[src/rtl/region_key_guard.sv]
module region_key_guard #(
  parameter int ADDR_W = 16,
  parameter int DATA_W = 8,
  parameter logic [ADDR_W-1:0] SPLIT = 'h8000,
  parameter logic [DATA_W-1:0] PKEY1 = 8'h56,
  parameter logic [DATA_W-1:0] PKEY2 = 8'hAE,
  parameter logic [DATA_W-1:0] DKEY1 = 8'hAE,
  parameter logic [DATA_W-1:0] DKEY2 = 8'h56,
  parameter int PBIT = 1,
  parameter int DBIT = 3
) (
  input  logic              clk,
  input  logic              rst_n,
  input  logic              reg_wr,
  input  logic [1:0]        reg_sel,
  input  logic [DATA_W-1:0] reg_wdata,
  output logic [DATA_W-1:0] reg_rdata,
  input  logic              mem_wr_req,
  input  logic [ADDR_W-1:0] mem_addr,
  input  logic [DATA_W-1:0] mem_wdata,
  output logic              mem_wr_en,
  output logic [ADDR_W-1:0] mem_wr_addr,
  output logic [DATA_W-1:0] mem_wr_data,
  output logic              prog_unlocked,
  output logic              data_unlocked
);
  localparam logic [1:0] SEL_PKEY = 2'd0;
  localparam logic [1:0] SEL_DKEY = 2'd1;
  localparam logic [1:0] SEL_STAT = 2'd2;

  typedef enum logic [1:0] {KS_LOCKED, KS_FIRST, KS_OPEN, KS_FAIL} kstate_t;

  kstate_t pst, dst;

  function automatic kstate_t next_key(kstate_t cur, logic hit, logic relock,
                                       logic [DATA_W-1:0] v,
                                       logic [DATA_W-1:0] k1,
                                       logic [DATA_W-1:0] k2);
    if (cur == KS_FAIL) return KS_FAIL;
    if (hit) begin
      case (cur)
        KS_LOCKED: return (v == k1) ? KS_FIRST : KS_FAIL;
        KS_FIRST:  return (v == k2) ? KS_OPEN  : KS_FAIL;
        default:   return cur;
      endcase
    end
    if (relock) return KS_LOCKED;
    return cur;
  endfunction

  wire p_hit    = reg_wr && reg_sel == SEL_PKEY;
  wire d_hit    = reg_wr && reg_sel == SEL_DKEY;
  wire stat_wr  = reg_wr && reg_sel == SEL_STAT;
  wire p_relock = stat_wr && !reg_wdata[PBIT];
  wire d_relock = stat_wr && !reg_wdata[DBIT];

  always_ff @(posedge clk) begin
    if (!rst_n) begin
      pst <= KS_LOCKED;
      dst <= KS_LOCKED;
    end else begin
      pst <= next_key(pst, p_hit, p_relock, reg_wdata, PKEY1, PKEY2);
      dst <= next_key(dst, d_hit, d_relock, reg_wdata, DKEY1, DKEY2);
    end
  end

  assign prog_unlocked = (pst == KS_OPEN);
  assign data_unlocked = (dst == KS_OPEN);

  always_comb begin
    reg_rdata = '0;
    if (reg_sel == SEL_STAT) begin
      reg_rdata[PBIT] = prog_unlocked;
      reg_rdata[DBIT] = data_unlocked;
    end
  end

  wire hi_region = (mem_addr >= SPLIT);
  assign mem_wr_en   = mem_wr_req && (hi_region ? prog_unlocked : data_unlocked);
  assign mem_wr_addr = mem_addr;
  assign mem_wr_data = mem_wdata;

  a_r1_reset_locked: assert property (@(posedge clk)
    !rst_n |=> (pst == KS_LOCKED && dst == KS_LOCKED));
  a_r2_prog_open_from_first: assert property (@(posedge clk) disable iff (!rst_n)
    $rose(prog_unlocked) |-> ($past(pst) == KS_FIRST && $past(p_hit)));
  a_r3_data_open_from_first: assert property (@(posedge clk) disable iff (!rst_n)
    $rose(data_unlocked) |-> ($past(dst) == KS_FIRST && $past(d_hit)));
  a_r4_prog_fail_sticky: assert property (@(posedge clk) disable iff (!rst_n)
    pst == KS_FAIL |=> pst == KS_FAIL);
  a_r4_data_fail_sticky: assert property (@(posedge clk) disable iff (!rst_n)
    dst == KS_FAIL |=> dst == KS_FAIL);
  a_r5_key_reads_zero: assert property (@(posedge clk) disable iff (!rst_n)
    reg_sel != SEL_STAT |-> reg_rdata == '0);
  a_r6_status_cannot_open: assert property (@(posedge clk) disable iff (!rst_n)
    (stat_wr && !prog_unlocked) |=> !prog_unlocked);
  a_r7_hi_blocked: assert property (@(posedge clk) disable iff (!rst_n)
    (mem_addr >= SPLIT && !prog_unlocked) |-> !mem_wr_en);
  a_r7_lo_blocked: assert property (@(posedge clk) disable iff (!rst_n)
    (mem_addr < SPLIT && !data_unlocked) |-> !mem_wr_en);
  a_r9_open_holds: assert property (@(posedge clk) disable iff (!rst_n)
    (prog_unlocked && !p_relock) |=> prog_unlocked);
endmodule

[config.mk]
export PLATFORM = sky130hd
export DESIGN_NAME = region_key_guard
export DESIGN_NICKNAME = d
export VERILOG_FILES = /design/src/rtl/region_key_guard.sv
export SDC_FILE = /design/constraint.sdc
export NUM_CORES = 1
export LEC_CHECK = 0
export BUFFER_PORTS_ARGS = -buffer_cell sky130_fd_sc_hd__buf_4
export CAP_MARGIN = 10
export CORE_AREA = 2 2 45 47
export CTS_BUF_LIST = sky130_fd_sc_hd__clkbuf_8
export CTS_CLUSTER_SIZE = 28
export DETAILED_ROUTE_END_ITERATION = 16
export DIE_AREA = 0 0 47 49
export GPL_ROUTABILITY_DRIVEN = 0
export PLACE_DENSITY = 0.79
export SLEW_MARGIN = 20
export SYNTH_ARGS = -nofsm -noshare
export SYNTH_HDL_FRONTEND = slang
export SYNTH_SLANG_ARGS = --single-unit
[constraint.sdc]
create_clock -name clk -period 1.3 [get_ports clk]
set_clock_uncertainty 0.15 [all_clocks]
set_input_delay 0.195 -clock clk [delete_from_list [all_inputs] [get_ports clk]]
set_output_delay 0.195 -clock clk [all_outputs]
set_load 0.02 [all_outputs]
==> metrics, run 1 <==
Crit path arrival time=1.03 ns; synth warn=0; Nets=113; hold_buf cts=0; filler instances=207; largest net degree at the start of global routing=8; syn avg cell area=8.051 um^2; combinational power share=27.6%; IO Pins=73; Via density=4.650; via count=465; number of global-route vias before repair=410; total track usage=11.60%; die width=47 um; Reg clk slew, reported paths=0.03 ns; Die Height=49 um; sequential power share=24.7%; synth top area cells=buf_4 41%, dfxtp_1 14%, nor2b_1 5.6%; Setup crit end kind=primary output; WL/cell=12.86 um; Hold Vio Cnt, Final=0; minimum clock period=1.377 ns; crit-path cells=nor2b_4 -> mux2i_2 -> nor2b_2 -> buf_6; Pre-antenna DRT Iters=4; pre-CTS setup slack=0.009845 ns; Synth Instances=69; clk_lat worst skew=0.22 ns; Pwr Density=809.8 nW/um^2; Hold Path Class=in -> reg; Worst Path Buf+Inv=1; fin crit share=105.9%; CP max FO=3; die area=2303 um^2; sw frac=25.41%; Iteration-0 DRC Markers=5; area occupied by multi-input gates=295.3 um^2; Layout area overhead=20.72%; Pint=0.0004051 W; most frequent cells in the layout=22 x buf_4, 6 x conb_1, 4 x buf_6; Lkg Pwr=0.3089 nW; final setup violation count=4; Largest stage delay, worst path=0.31 ns; CTS sink cnt=4; status=finished, violations left; Post-Syn Area=555.5 um^2; core box area=1842 um^2; cell family with most CP delay=flip-flops; initial cell density of the core=30.16%; max-slew violations=0; PortBufs=20; Ant. Diodes=0; grt total ovfl=0; TritonCTS clock tree=yes; initial antenna violation count=0; WL final=1286 um; share of post-route cells with drive strength above 1=57.53%; #FFs+latches synth=4; Worst VDD drop=293.5 uV; post-route ant nets=0; reg2reg setup slack=0.05 ns; Psw=0.0001380 W; Synth area leader=buf_4; Setup WS post-layout=-0.07670 ns; part of the power in the clock network=47.7%; Setup Crit Path Kind=reg -> out; post-synth top area share=40.54%; Rows=16; Netlist cell types=22; FF+latch area=90.09 um^2; Max Cap Violations=0; failing checks=setup timing; Pwr Total=0.0005431 W; DRC Markers=0; share of the core filled with cells=36.41%; # H-tree levels=1; setup repair after global routing missed its margin=true; Crit-path slowest cell=dfxtp_2; Startpoint Class=register; CTS Buf Count=3; Crit path required time=0.95 ns; max frequency=0.7264 GHz; CTS Root Cell=clkbuf_8; Seq/Total Area, Yosys=14.41%; commonest non-fill, non-tap cell in the layout=buf_4; first-pass GRT wire length=1869 um; Max clock buf depth=2
-- cells in the mapped netlist (all sizes together) --
library cell  number
and4b              1
nand3              3
o31ai              1
a21oi              1
conb               1
dfxtp              4
nor3               1
nand3b             1
nor2b              5
nor4bb             1
and3b              3
a32o               2
buf               30
o32a               1
and4bb             2
nor3b              3
and3               3
nor2               2
nand2              2
o21ai              1
mux2i              1
-- cells by family (layout without fill, tap and decap cells) --
group,count (synthesis),count (layout),synth area share [%]
buffers and inverters,30,29,40.54
flip-flops,4,4,14.41
AO/OA/AOI/OAI,6,6,8.558
multiplexers,1,1,1.802
other,1,6,0.6750
AND/OR/NAND/NOR,27,27,34.01
-- metrics by stage --
stage,instances,cell area [um^2],TNS [ns],hold slack (ns)
2_1_floorplan,74,591.8,0,0.1764
3_3_place_gp,91,550.5,0,0.2401
3_5_place_dp,91,550.5,0,0.2401
4_1_cts,99,650.6,-0.1288,0.09354
5_1_grt,100,670.6,-0.3992,0.1009
6_report,100,670.6,-0.2408,0.1014
-- flip-flops by register name, indices dropped and copies added (netlist names) --
register and flops:
dst 2, pst 2
-- layout make-up --
cell class / count / share of cell area, %
multi-input cells: 40 / 44.03
clock buffers: 3 / 6.157
flip-flops and latches: 4 / 13.43
repair buffers: 26 / 31.34
well taps: 27 / 5.037
-- path summary, 6_finish.rpt --
check                            start  cells past startpoint         to
worst max-delay path            pst[1]                      4  mem_wr_en
worst min-delay path             rst_n                      2     pst[1]
worst max register to register  pst[0]                      3     pst[1]
worst min register to register  pst[0]                      2     pst[0]
-- power groups by stage --
stage               Sequential [W]  Clock, W  Combinational, W
finish                    0.000134  0.000259          0.000150
global placement          0.000141         0          0.000120
detailed placement        0.000141         0          0.000122
global route              0.000136  0.000280          0.000162
CTS                       0.000134  0.000268          0.000140
floorplan                 0.000139         0          0.000183
-- worst register-to-register path, delay by kind of cell (launching register included) --
kind                   cells  cell delay [ns]
and+or+nand+nor            1             0.17
AOI/OAI and AO/OA          1             0.33
DFF                        1             0.34
buffers and inverters      1             0.14
-- what timing repair did --
action / CTS / global route
gates resized for setup: 9 / 3
endpoints found under the setup margin: 3 / 5
pin swaps: 2 / 1
setup buffers: 5 / 1
hold endpoints to repair: 0 / 0
-- routing by layer --
metal	track usage, %	wire length, um	up-vias
met5	0	0	-
met4	8.333	46	0
met3	5.185	159	12
met2	17.12	614	30
met1	12.56	466	205
li1	-	-	218
(Power assumes the default switching activity.)
==> run 2: changes to the inputs <==
CORE_AREA = 2 2 47 45   (was 2 2 45 47)
DIE_AREA = 0 0 49 47   (was 0 0 47 49)
==> run 2 against run 1 <==
  * The flow still finishes with violations (setup timing)
  * Maximum frequency is 2.7% lower
  * Die area stayed put
  * Combinational power is 3% higher
  * Register-to-register slack hardly changed
  * Via count is 4.5% higher
  * First-iteration DRC count is 40% higher
  * Clock power hardly changed
  * Largest cell class unchanged
  * Highest routed layer unchanged
==> metrics, run 2 (synthesis gave the netlist of run 1 again) <==
# H-tree levels=1; Setup crit end kind=primary output; Startpoint Class=register; setup repair after global routing missed its margin=true; initial cell density of the core=30.52%; Worst VDD drop=401.9 uV; Pwr Density=802.1 nW/um^2; Via density=4.909; combinational power share=28.3%; Max Cap Violations=0; top sig layer=met4; post-route ant nets=0; DRC Markers=0; Layout area overhead=22.97%; Pre-antenna DRT Iters=4; largest net degree at the start of global routing=8; minimum clock period=1.415 ns; Crit path arrival time=1.07 ns; placed insts=89; Nets=114; met3 routed WL=125 um; part of the power in the clock network=46.8%; share of the core filled with cells=37.53%; area occupied by multi-input gates=299.0 um^2; FF+latch area=90.09 um^2; final setup violation count=4; PortBufs=20; DP Area=548.0 um^2; die width=49 um; WL final=1360 um; sequential power share=24.9%; Iteration-0 DRC Markers=7; CP max FO=3; Setup WS post-layout=-0.1147 ns; Die Height=47 um; Psw=0.0001392 W; status=finished, violations left; Crit path required time=0.95 ns; met2 WL post-DR=776 um; fin crit share=108.8%; die area=2303 um^2; CTS Root Cell=clkbuf_8; Reg clk slew, reported paths=0.03 ns; Max clock buf depth=2; max frequency=0.7069 GHz; pre-CTS setup slack=0.02470 ns; most frequent cells in the layout=22 x buf_4, 6 x conb_1, 5 x buf_6; Pint=0.0004087 W; first-pass GRT wire length=1800 um; number of global-route vias before repair=420; Lkg Pwr=0.3231 nW; share of post-route cells with drive strength above 1=58.11%; WL/cell=13.74 um; Pwr Total=0.0005479 W; Final Cell Area=683.2 um^2; total track usage=10.81%; initial antenna violation count=0; hold_buf cts=0; DP HPWL=913.1 um; routed length on met1=450 um; commonest non-fill, non-tap cell in the layout=buf_4; core box area=1821 um^2; IO Pins=73; failing checks=setup timing; sw frac=25.41%; Hold Path Class=in -> reg; Rows=15; grt total ovfl=0; via count=486; Hold Vio Cnt, Final=0; TritonCTS clock tree=yes; CTS sink cnt=4; fin cells=99; max-slew violations=0; Setup Crit Path Kind=reg -> out; clk_lat worst skew=0.22 ns; Ant. Diodes=0; top flop regs=dst x2, pst x2; CTS Buf Count=3; filler instances=185
## run 2: area by class of cell
cell class / instances / share of cell area (%)
multi-input combinational: 40 / 43.77
timing repair buffer: 27 / 32.42
sequential: 4 / 13.19
clock buffer: 3 / 6.044
tap: 25 / 4.579
## run 2: worst paths after layout
path	startpoint	to	slack (ns)	cells after the start
worst max-delay path	pst[1]	mem_wr_en	-0.11	4
worst min-delay path	rst_n	dst[1]	0.11	3
worst max register to register	dst[1]	dst[0]	0.05	5
worst min register to register	pst[0]	pst[0]	0.41	2
## run 2: through the flow
step / hold slack (ns) / setup TNS (ns)
after floorplan: 0.1764 / 0
after global placement: 0.2401 / 0
after detailed placement: 0.2401 / 0
after CTS: 0.09861 / -0.1521
after global routing: 0.1207 / -0.4170
final: 0.1099 / -0.2910
## run 2: power groups by stage
stage	registers [W]	clock network, W	logic, W
final	0.000136	0.000256	0.000155
after global routing	0.000137	0.000274	0.000166
after CTS	0.000136	0.000263	0.000139
after detailed placement	0.000142	0	0.000123
after global placement	0.000142	0	0.000119
after floorplan	0.000139	0	0.000183
## run 2: layer usage
metal  up-vias  GRT usage (%)
met5         -              0
met4         0          3.429
met3         2          6.051
met2        28          22.19
met1       238          9.178
li1        218              -
## run 2: worst max-delay path, stage by stage, from the launching register on
cell,delay (ns)
dfxtp_4,0.33
nor2b_4,0.15
mux2i_1,0.09
nor2b_2,0.15
buf_6,0.14
## run 2: what timing repair did
item                                    in CTS  in global routing
setup buffers                                5                  2
pin swaps                                    1                  0
endpoints found under the setup margin       4                  6
resized for setup                            9                  6
